`src/rtl/hiccup_pwm_pkg.sv`:
```
package hiccup_pwm_pkg;

  localparam int unsigned FREQ_SEL_W = 2;

  // Switching rate in kHz for each selector code.
  function automatic int unsigned freqKhz(input int unsigned idx);
    case (idx)
      0:       return 100;
      1:       return 225;
      2:       return 350;
      default: return 500;
    endcase
  endfunction

  typedef enum logic [1:0] {
    ST_IDLE   = 2'd0,
    ST_RUN    = 2'd1,
    ST_HICCUP = 2'd2
  } pwmState_e;

  // Control -> datapath strobes
  typedef struct packed {
    logic runCount;   // period counter advances
    logic gateEn;     // pulses may reach the gate
    logic rampClear;  // hold soft-start at its first step
  } ctrlStrobe_t;

  // Datapath -> control per-period status
  typedef struct packed {
    logic periodEnd;  // last cycle of a period
    logic limited;    // this period had a cut pulse
  } cycleStatus_t;

endpackage

```
`src/rtl/hiccup_pwm_datapath.sv`:
```
module hiccup_pwm_datapath
  import hiccup_pwm_pkg::*;
#(
  parameter int unsigned CLK_KHZ    = 50000,
  parameter int unsigned DUTY_W     = 8,
  parameter int unsigned SS_PERIODS = 16,
  parameter int unsigned CAP_NUM    = 4,
  parameter int unsigned CAP_DEN    = 5
) (
  input  logic                  clk,
  input  logic                  rstN,
  input  logic [FREQ_SEL_W-1:0] freqSel,
  input  logic [DUTY_W-1:0]     dutyCmd,
  input  logic                  limitFlag,
  input  ctrlStrobe_t           strobe,
  output cycleStatus_t          status,
  output logic                  gateOut
);

  localparam int unsigned PER_MAX  = CLK_KHZ / freqKhz(0);
  localparam int unsigned PER_W    = $clog2(PER_MAX + 1);
  localparam int unsigned RAMP_W   = (SS_PERIODS > 1) ? $clog2(SS_PERIODS) : 1;
  localparam int unsigned PROD_W   = PER_W + RAMP_W + 1;
  localparam int unsigned DP_W     = PER_W + DUTY_W;
  localparam int unsigned N_FREQ   = 1 << FREQ_SEL_W;
  localparam logic [RAMP_W-1:0] RAMP_TOP = RAMP_W'(SS_PERIODS - 1);

  logic [PER_W-1:0]  perChoice   [N_FREQ];
  logic [PER_W-1:0]  maxOnChoice [N_FREQ];
  logic [PER_W-1:0]  perNext, maxOnNext, dutyOn, capOn, onNext;
  logic [PER_W-1:0]  cnt, perLenQ, onLenQ;
  logic              cut;
  logic [RAMP_W-1:0] rampIdx, rampNext;
  logic [RAMP_W:0]   rampPlus;
  logic [PROD_W-1:0] capProd;
  logic [DP_W-1:0]   dutyProd;
  logic              periodEnd, loadNow;

  // Period length and 80% ceiling per selector code, fixed at elaboration
  for (genvar g = 0; g < N_FREQ; g++) begin : g_freq
    localparam int unsigned LEN = CLK_KHZ / freqKhz(g);
    assign perChoice[g]   = PER_W'(LEN);
    assign maxOnChoice[g] = PER_W'((LEN * CAP_NUM) / CAP_DEN);
  end

  assign perNext   = perChoice[freqSel];
  assign maxOnNext = maxOnChoice[freqSel];

  assign periodEnd = strobe.runCount && (cnt == perLenQ - PER_W'(1));
  assign loadNow   = !strobe.runCount || periodEnd;

  // Ramp index for the period that is about to be loaded
  always_comb begin
    if (strobe.rampClear)
      rampNext = '0;
    else if (periodEnd && (rampIdx != RAMP_TOP))
      rampNext = rampIdx + RAMP_W'(1);
    else
      rampNext = rampIdx;
  end

  assign rampPlus = {1'b0, rampNext} + (RAMP_W + 1)'(1);
  assign capProd  = PROD_W'(maxOnNext) * PROD_W'(rampPlus);

  if ((SS_PERIODS & (SS_PERIODS - 1)) == 0) begin : g_capShift
    assign capOn = PER_W'(capProd >> $clog2(SS_PERIODS));
  end else begin : g_capDiv
    assign capOn = PER_W'(capProd / PROD_W'(SS_PERIODS));
  end

  assign dutyProd = DP_W'(dutyCmd) * DP_W'(perNext);
  assign dutyOn   = PER_W'(dutyProd >> DUTY_W);
  assign onNext   = (dutyOn < capOn) ? dutyOn : capOn;

  assign gateOut = strobe.gateEn && (cnt < onLenQ) && !cut;

  assign status.periodEnd = periodEnd;
  assign status.limited   = cut || (gateOut && limitFlag);

  always_ff @(posedge clk or negedge rstN) begin
    if (!rstN) begin
      cnt     <= '0;
      perLenQ <= '0;
      onLenQ  <= '0;
      cut     <= 1'b0;
      rampIdx <= '0;
    end else begin
      rampIdx <= rampNext;
      if (loadNow) begin
        cnt     <= '0;
        perLenQ <= perNext;
        onLenQ  <= onNext;
        cut     <= 1'b0;
      end else begin
        cnt <= cnt + PER_W'(1);
        if (gateOut && limitFlag)
          cut <= 1'b1;
      end
    end
  end


  gate_cap_chk: assert property (@(posedge clk) disable iff (!rstN)
    gateOut |-> ((32'(cnt) * CAP_DEN) < (32'(perLenQ) * CAP_NUM)));


  cut_hold_chk: assert property (@(posedge clk) disable iff (!rstN)
    (gateOut && limitFlag && !periodEnd) |=> !gateOut);


  load_hold_chk: assert property (@(posedge clk) disable iff (!rstN)
    (strobe.runCount && !periodEnd) |=> ($stable(onLenQ) && $stable(perLenQ)));


  ramp_step_chk: assert property (@(posedge clk) disable iff (!rstN)
    (!strobe.rampClear && strobe.runCount) |=> (rampIdx >= $past(rampIdx)));

endmodule

```
`src/rtl/hiccup_pwm_control.sv`:
```
module hiccup_pwm_control
  import hiccup_pwm_pkg::*;
#(
  parameter int unsigned LIMIT_RUN   = 32,
  parameter int unsigned OFF_PERIODS = 256
) (
  input  logic         clk,
  input  logic         rstN,
  input  logic         enable,
  input  cycleStatus_t status,
  output ctrlStrobe_t  strobe
);

  localparam int unsigned LIM_W = (LIMIT_RUN > 1) ? $clog2(LIMIT_RUN) : 1;
  localparam int unsigned OFF_W = (OFF_PERIODS > 1) ? $clog2(OFF_PERIODS) : 1;
  localparam logic [LIM_W-1:0] LIM_LAST = LIM_W'(LIMIT_RUN - 1);
  localparam logic [OFF_W-1:0] OFF_LAST = OFF_W'(OFF_PERIODS - 1);

  pwmState_e        state;
  logic [LIM_W-1:0] limCnt;
  logic [OFF_W-1:0] offCnt;

  always_ff @(posedge clk or negedge rstN) begin
    if (!rstN) begin
      state  <= ST_IDLE;
      limCnt <= '0;
      offCnt <= '0;
    end else begin
      case (state)
        ST_IDLE: begin
          limCnt <= '0;
          offCnt <= '0;
          if (enable)
            state <= ST_RUN;
        end
        ST_RUN: begin
          if (!enable) begin
            state <= ST_IDLE;
          end else if (status.periodEnd) begin
            if (status.limited) begin
              if (limCnt == LIM_LAST) begin
                state  <= ST_HICCUP;
                limCnt <= '0;
                offCnt <= '0;
              end else begin
                limCnt <= limCnt + LIM_W'(1);
              end
            end else begin
              limCnt <= '0;
            end
          end
        end
        ST_HICCUP: begin
          if (!enable) begin
            state <= ST_IDLE;
          end else if (status.periodEnd) begin
            if (offCnt == OFF_LAST)
              state <= ST_RUN;
            else
              offCnt <= offCnt + OFF_W'(1);
          end
        end
        default: state <= ST_IDLE;
      endcase
    end
  end

  always_comb begin
    strobe.runCount  = (state != ST_IDLE);
    strobe.gateEn    = (state == ST_RUN);
    strobe.rampClear = (state != ST_RUN);
  end


  run_clear_chk: assert property (@(posedge clk) disable iff (!rstN)
    (state == ST_RUN && enable && status.periodEnd && !status.limited) |=> (limCnt == '0));


  trip_count_chk: assert property (@(posedge clk) disable iff (!rstN)
    $rose(state == ST_HICCUP) |-> ($past(limCnt) == LIM_LAST && $past(status.limited)));


  restart_chk: assert property (@(posedge clk) disable iff (!rstN)
    (state == ST_HICCUP && enable && status.periodEnd && offCnt == OFF_LAST) |=> (state == ST_RUN));


  disable_chk: assert property (@(posedge clk) disable iff (!rstN)
    !enable |=> (state == ST_IDLE));

endmodule

```
`src/rtl/hiccup_pwm.sv`:
```
module hiccup_pwm
  import hiccup_pwm_pkg::*;
#(
  parameter int unsigned CLK_KHZ     = 50000,
  parameter int unsigned DUTY_W      = 8,
  parameter int unsigned SS_PERIODS  = 16,
  parameter int unsigned LIMIT_RUN   = 32,
  parameter int unsigned OFF_PERIODS = 256
) (
  input  logic              clk,
  input  logic              rstN,
  input  logic              enable,
  input  logic [1:0]        freqSel,
  input  logic [DUTY_W-1:0] dutyCmd,
  input  logic              limitFlag,
  output logic              gateOut
);

  ctrlStrobe_t  strobe;
  cycleStatus_t status;

  hiccup_pwm_control #(
    .LIMIT_RUN  (LIMIT_RUN),
    .OFF_PERIODS(OFF_PERIODS)
  ) u_control (
    .clk   (clk),
    .rstN  (rstN),
    .enable(enable),
    .status(status),
    .strobe(strobe)
  );

  hiccup_pwm_datapath #(
    .CLK_KHZ   (CLK_KHZ),
    .DUTY_W    (DUTY_W),
    .SS_PERIODS(SS_PERIODS)
  ) u_datapath (
    .clk      (clk),
    .rstN     (rstN),
    .freqSel  (freqSel),
    .dutyCmd  (dutyCmd),
    .limitFlag(limitFlag),
    .strobe   (strobe),
    .status   (status),
    .gateOut  (gateOut)
  );


  reset_gate_chk: assert property (@(posedge clk)
    !rstN |-> !gateOut);

endmodule

```
`config.mk`:
```
export PLATFORM = sky130hd
export DESIGN_NAME = hiccup_pwm
export DESIGN_NICKNAME = d
export VERILOG_FILES = /design/src/rtl/hiccup_pwm_pkg.sv /design/src/rtl/hiccup_pwm_datapath.sv /design/src/rtl/hiccup_pwm_control.sv /design/src/rtl/hiccup_pwm.sv
export SDC_FILE = /design/constraint.sdc
export NUM_CORES = 1
export LEC_CHECK = 0
export BUFFER_PORTS_ARGS = -buffer_cell sky130_fd_sc_hd__buf_2
export CAP_MARGIN = 10
export CORE_MARGIN = 4
export CORE_UTILIZATION = 34
export DETAILED_ROUTE_END_ITERATION = 8
export GPL_ROUTABILITY_DRIVEN = 0
export RECOVER_POWER = 100
export SLEW_MARGIN = 15
export SYNTH_ARGS = -nofsm -noshare
export SYNTH_HDL_FRONTEND = slang
export SYNTH_SLANG_ARGS = --single-unit
export TNS_END_PERCENT = 100
```
`constraint.sdc`:
```
create_clock -name clk -period 7.6 [get_ports clk]
set_clock_uncertainty 0.15 [all_clocks]
set_input_delay 1.52 -clock clk [delete_from_list [all_inputs] [get_ports clk]]
set_output_delay 1.52 -clock clk [all_outputs]
set_load 0.01 [all_outputs]
```
# After elaboration in Yosys (flattened, before gate mapping)
# Index checks and enable logic that the tools add are counted.
[word_totals]
reg_bits = 47
elab_cells = 91
[op_classes]
n_addsub = 6
mul = 2
order_cmp = 3
n_eq_ne = 20
n_mux = 34
n_bitwise = 1
reduce_logical = 17
[op_table]
columns = ["cell", "count"]
rows = [
  ["8-bit two-way mux", 7],
  ["9-bit two-way mux", 6],
  ["9-bit binary-select mux with 2-bit select", 2],
  ["8-bit one-hot mux with 3 select lines", 1],
  ["5-bit two-way mux", 4],
  ["9-bit < comparator", 2],
  ["8-bit by 9-bit multiplier with 17-bit output", 1],
  ["2-bit two-way mux", 8],
  ["2-bit inequality test (second input constant)", 7],
  ["9-bit by 5-bit multiplier with 13-bit output", 1],
  ["5-bit one-hot mux with 2 select lines", 1],
  ["9-bit by 1-bit adder with 9-bit output (second input constant)", 1],
  ["9-bit == test", 1],
  ["3-bit inequality test (second input constant)", 3],
  ["9-bit by 1-bit subtractor with 9-bit output (second input constant)", 1],
  ["8-bit by 1-bit adder with 8-bit output (second input constant)", 1],
  ["8-bit == test (second input constant)", 1],
  ["4-bit two-way mux", 2],
  ["8-bit AND reduction", 1],
  ["3-bit by 2-bit inequality test with 1-bit output (second input constant)", 2],
  ["2-bit one-hot mux with 3 select lines", 1],
  ["6-bit AND reduction", 1],
  ["2-bit nonzero test", 3],
  ["4-bit by 1-bit adder with 5-bit output (second input constant)", 1],
  ["other kinds (16)", 24],
]

# Logic depth before layout (Yosys ltp)
[logic_depth]
depth_word = 10
ltp_mapped = 32
depth_no_buf = 31

# Cells and area by module
# From an unflattened synthesis, not the netlist that was laid out.
[hier_totals]
cells_unflattened = 611
area_unflattened_um2 = 5547.8
[by_module_without_submodules]
columns = ["module", "instances", "cells_per_inst", "area_per_inst_um2"]
rows = [
  ["hiccup_pwm_datapath", 1, 516, 4683.2],
  ["hiccup_pwm_control", 1, 95, 864.6],
]

# Worst setup path after synthesis
# No wires, ideal clock.
[synth_timing]
path_type = "input to register"
start = "in freqSel[1]"
end = "reg u_datapath.onLenQ[6]"
setup_time_ns = 0.132
arrival_ns = 7.801
slack_ns = -0.484
stages = 25
path_buffers = 2
cell_sequence = "clkinv_1 > ha_1 > clkbuf_1 > and2_1 > fa_1 > fa_1 > inv_1 > fa_1 > fa_1 > inv_1 > ha_1 > and4b_1 > a221oi_2 > o221ai_1 > and2_1 > nor2_1 > ha_1 > a21o_1 > a21o_1 > a211o_1 > o41ai_2 > clkbuf_1 > o21ai_0 > a21oi_1 > a21oi_1"
[synth_between]
elab_chain_cells = 7
word_cells_on_any_way = 11
classes_between = "mul (2); order compare (1); mux (7); bitwise (1)"
[synth_rtl]
columns = ["element", "line", "rtl"]
rows = [
  ["start, declared", "hiccup_pwm.sv:13", "input logic [1:0] freqSel,"],
  ["2-bit NOT with 3-bit output (implied by the code) (*)", "hiccup_pwm_datapath.sv:47", "assign maxOnNext = maxOnChoice[freqSel];"],
  ["9-bit binary-select mux with 2-bit select (*)", "hiccup_pwm_datapath.sv:47", ""],
  ["9-bit two-way mux (implied by the code) (*) (2 in a row)", "hiccup_pwm_datapath.sv:47", ""],
  ["net u_datapath.maxOnNext[0]", "hiccup_pwm_datapath.sv:30", "logic [PER_W-1:0] perNext, maxOnNext, dutyOn, capOn, onNext;"],
  ["9-bit by 5-bit multiplier with 13-bit output (*)", "hiccup_pwm_datapath.sv:63", "assign capProd = PROD_W'(maxOnNext) * PROD_W'(rampPlus);"],
  ["9-bit < comparator", "hiccup_pwm_datapath.sv:73", "assign onNext = (dutyOn < capOn) ? dutyOn : capOn;"],
  ["9-bit two-way mux (*)", "hiccup_pwm_datapath.sv:73", ""],
  ["end signal, assigned", "hiccup_pwm_datapath.sv:92", "onLenQ <= onNext;"],
  ["end, declared", "hiccup_pwm_datapath.sv:31", "logic [PER_W-1:0] cnt, perLenQ, onLenQ;"],
]
# The timed path passes the listed nets; every way through them passes the cells marked *. The select of a mux whose other input is x is not followed.
# A chain may end at the register's enable or synchronous reset.

# Worst setup path after layout
[layout_timing]
start = "reg u_datapath.perLenQ[3]"
end = "reg u_datapath.onLenQ[1]"
[layout_between]
elab_chain_cells = 10
word_cells_on_any_way = 11
classes_between = "add/sub (2); mul (1); order compare (1); eq/ne (1); mux (3); reduce/logical (3)"
[layout_rtl]
columns = ["element", "line", "rtl"]
rows = [
  ["start, declared", "hiccup_pwm_datapath.sv:31", ""],
  ["start signal, assigned", "hiccup_pwm_datapath.sv:91", "perLenQ <= perNext;"],
  ["9-bit by 1-bit subtractor with 9-bit output (*)", "hiccup_pwm_datapath.sv:49", "assign periodEnd = strobe.runCount && (cnt == perLenQ - PER_W'(1));"],
  ["9-bit == test (*)", "hiccup_pwm_datapath.sv:49", ""],
  ["1-bit logical AND (*)", "hiccup_pwm_datapath.sv:49", ""],
  ["1-bit logical AND (*)", "hiccup_pwm_datapath.sv:56", "else if (periodEnd && (rampIdx != RAMP_TOP))"],
  ["4-bit two-way mux (*)", "hiccup_pwm_datapath.sv:56", ""],
  ["4-bit two-way mux (*)", "hiccup_pwm_datapath.sv:54", "if (strobe.rampClear)"],
  ["net u_datapath.rampNext[0]", "hiccup_pwm_datapath.sv:33", "logic [RAMP_W-1:0] rampIdx, rampNext;"],
  ["4-bit by 1-bit adder with 5-bit output (*)", "hiccup_pwm_datapath.sv:62", "assign rampPlus = {1'b0, rampNext} + (RAMP_W + 1)'(1);"],
  ["9-bit by 5-bit multiplier with 13-bit output (*)", "hiccup_pwm_datapath.sv:63", ""],
  ["9-bit < comparator", "hiccup_pwm_datapath.sv:73", ""],
  ["9-bit two-way mux (*)", "hiccup_pwm_datapath.sv:73", ""],
]
# The timed path passes the listed nets; every way through them passes the cells marked *.

==> key figures <==
Run status
  – Status: finished, violations left
  – Failing checks: capacitance limit, slew limit

Synthesis
  – Post-synthesis sequential area ratio: 0.2045
  – Mux contribution to synthesized area: 0.01477
  – Synth Area in Simple Gates: 0.1950
  – Predominant post-synthesis flop cell: dfrtp_1
  – Post-synth top area cell: dfrtp_1
  – Post-synth net total: 735
  – Yosys warning count: 0
  – Post-synth EDFFs: 0
  – Post-synthesis compound-gate area fraction: 0.1245
  – Adder-cell share of the synthesized area: 0.3345
  – Synth async-reset ratio: 1.000
  – Ranking of synthesized cells by area: dfrtp_1 (20%), ha_1 (18%), fa_1 (15%)
  – Largest family of logic cells by synthesized area: adder cells
  – Synth Instances: 599
  – Synth Area in XOR/XNOR: 0.06318
  – Yosys top cell area share: 0.2045
  – Avg Inst Size Synth: between 9 and 10 sq um
  – Distinct cells, synth: 65
  – Flops & latches, synth: 45
  – Cell Area, Synth: 0.005505 sq mm

CTS
  – H-Tree Depth: 2
  – Clock sinks: 45
  – TritonCTS Buffers: 5
  – Root Driver: clkbuf_16
  – Post-CTS Hold Fix Bufs: 0
  – CTS max path bufs: 2
  – CTS tree: built
  – Worst-path clk slew: approximately 70 ps
  – Clk_lat worst skew: 280 ps

Floorplanning
  – Core area: 0.01589 sq mm
  – Die Width: between 100 and 150 microns
  – Die area: 0.01829 sq mm
  – Rows: 46
  – DIE HEIGHT: 135.2 microns
  – Top-Level Pins: 15
  – Initial core utilization: 0.3466

Global routing
  – Global-route wire length before repair: 19960 microns
  – GRT Residual Overflow: 0
  – Overall Global Routing Usage: 0.1305
  – Pin count of the biggest net entering global routing: 46
  – Initial antenna violation count: 0
  – Number of global-route vias before repair: 4299

Worst setup path
  – Crit-path slowest cell: fa_1
  – Crit path buffers/inverters: 5
  – Highest fanout seen on the critical path: 17
  – Top Family by Delay on Critical Path: adder cells
  – Req. time, crit path: 7610 ps
  – CP endpoint kind: register
  – Reg2Reg Depth: 30
  – Crit path depth: 30
  – Worst EP arrival: 7310 ps
  – Delay of the slowest cell on the worst path: 570 ps
  – Startpoint Class: register
  – Critical path class: reg2reg

Timing
  – RSZ-0062 raised after global routing: no
  – Final worst path period share: 0.9595
  – Clock period minus worst slack: 7292 ps
  – Final setup violation count: 0
  – F_max: about 140 MHz
  – Max_slew headroom: -0.5970
  – Fin. Hold Viols: 0
  – Slew @ Worst Pin: 2396 ps
  – Final Max Tran Viols: 46
  – Final worst setup slack: 308.1 ps

Power
  – P_leak: 3.097 nW
  – Worst vdd ir: 0.2370 mV
  – Final Power: approximately 0.0016 W
  – Power density over cell area: 256.2 mW/mm^2

Drt
  – Final WL: 11570 microns
  – Final ANT Viol Nets: 0
  – WL/cell: 13.64 microns
  – Routed vias/inst: ~5
  – Vias after detailed routing: 4148
  – DR DRC count: 0
  – Initial DRT Pass Iterations: 6
  – DR iter-0 viols: 132

Flow run
  – MaxCap Viol Count: 1

Cells and area
  – Syn-to-layout area delta: 12.73%
  – # fillers: between 1500 and 2000
  – Footprint of the multi-input gates: between 0.004 and 0.005 sq mm
  – Nets: around 770
  – Number of diodes: 0
  – Sequential cell area: 0.001126 sq mm
  – Fraction of layout instances using a drive strength above 1: 0.1187

Worst hold path
  – Hold-critical path depth: 2
  – Worst Hold Class: reg2reg

Place
  – Setup WS pre-CTS: -51.49 ps
  – Detailed-placement wirelength estimate: 9516 microns
  – PortBufs: 14
-- flip-flops by register name, indices dropped and copies added (netlist names) --
register and flops:
u_control.offCnt 8, u_datapath.onLenQ 9, u_datapath.cut 1, u_control.state 2, u_datapath.rampIdx 4, u_datapath.perLenQ 7
u_control.limCnt 5, u_datapath.cnt 9
-- synth_stat cells, types with 12 or more instances --
cell type / n
ha_1: 80
inv_1: 78
dfrtp_1: 45
nand2_1: 44
fa_1: 42
nor2_1: 35
and2_1: 30
nand2b_1: 27
a21oi_1: 21
xnor2_1: 20
xor2_1: 16
a21o_1: 15
nor2b_1: 15
nand3_1: 13
o21ai_0: 13
clkbuf_1: 12
-- layout by cell type, fill, tap and decap left out, types with 3 or more instances in the layout --
cell type  count
inv_1         77
ha_1          77
dfrtp_1       45
nand2_1       44
fa_1          41
nor2_1        34
nand2b_1      26
and2_1        26
buf_4         22
a21oi_1       21
xnor2_1       19
a21o_1        15
nor2b_1       15
xor2_1        15
o21ai_0       14
nand3_1       13
buf_2         12
o211ai_1       7
and3_1         6
mux2i_1        6
nand4_1        6
nor3_1         5
clkbuf_16      5
nor3b_1        4
clkbuf_1       4
a31oi_1        3
and2_0         3
xor2_2         3
o21a_1         3
-- path summary, 6_finish.rpt --
path                                       start               endpoint  slack, ps
setup / recovery           u_datapath.perLenQ[3]   u_datapath.onLenQ[1]        310
hold / removal              u_datapath.onLenQ[2]   u_datapath.onLenQ[2]        340
setup reg to reg           u_datapath.perLenQ[3]   u_datapath.onLenQ[1]        310
hold reg to reg             u_datapath.onLenQ[2]   u_datapath.onLenQ[2]        340
max in group asynchronous                   rstN  u_datapath.rampIdx[0]       4120
min in group asynchronous                   rstN    u_control.offCnt[3]       1810
-- kinds of logic after synthesis --
logic type	count (synthesis)
compound gates	94
xor+xnor	38
fa+ha+maj	122
buf+inv	93
flops	45
mux	8
simple gates	199
-- routing by layer --
| layer | up-vias | track usage | part of all wire |
|---|---|---|---|
| met3 | 8 | 0.01263 | 0.021 |
| met4 | 0 | 0.03191 | 0.011 |
| li1 | 2070 | - | - |
| met2 | 40 | 0.2331 | 0.51 |
| met5 | - | 0 | 0 |
| met1 | 2030 | 0.1700 | 0.46 |
-- cell type report --
type                            instances  share of cell area
Inverter                               80             0.04859
Tap cell                              216             0.04355
Timing Repair Buffer                   38             0.04133
Clock inverter                          2            0.002419
Clock buffer                            6             0.02077
Multi-Input combinational cell        461              0.6619
Sequential cell                        45              0.1815
-- worst min-delay path: cells and delay by family, from the launching register on --
family / cells / cell delay [ps]
AND/OR/NAND/NOR: 1 / 50
AO/OA/AOI/OAI: 1 / 60
flip-flops: 1 / 350
-- timing repair --
action,CTS,global route
endpoints found under the setup margin,0,9
buffers inserted,0,3
gates resized for setup,0,10
-- metrics by stage --
step	setup TNS, ps	instance area [sq um]	util	hold slack (ps)	instances
2_1_floorplan	0	5558	-	289.8	599
3_3_place_gp	0	6012	0.3785	319.9	837
3_5_place_dp	-97.02	6012	0.3785	324.5	837
4_1_cts	0	6156	0.3875	340.4	845
5_1_grt	0	6206	0.3907	370.2	848
6_report	0	6206	0.3907	336.7	848
-- report_power, final --
group / total (W) / internal, W / leakage, nW / switching [W]
logic: 0.00109 / 0.000513 / 2.45 / 0.000575
clock network: 0.000214 / 0.000122 / 0.0631 / 0.0000916
registers: 0.000288 / 0.000271 / 0.585 / 0.0000172
Power figures use the tool's default switching activity.
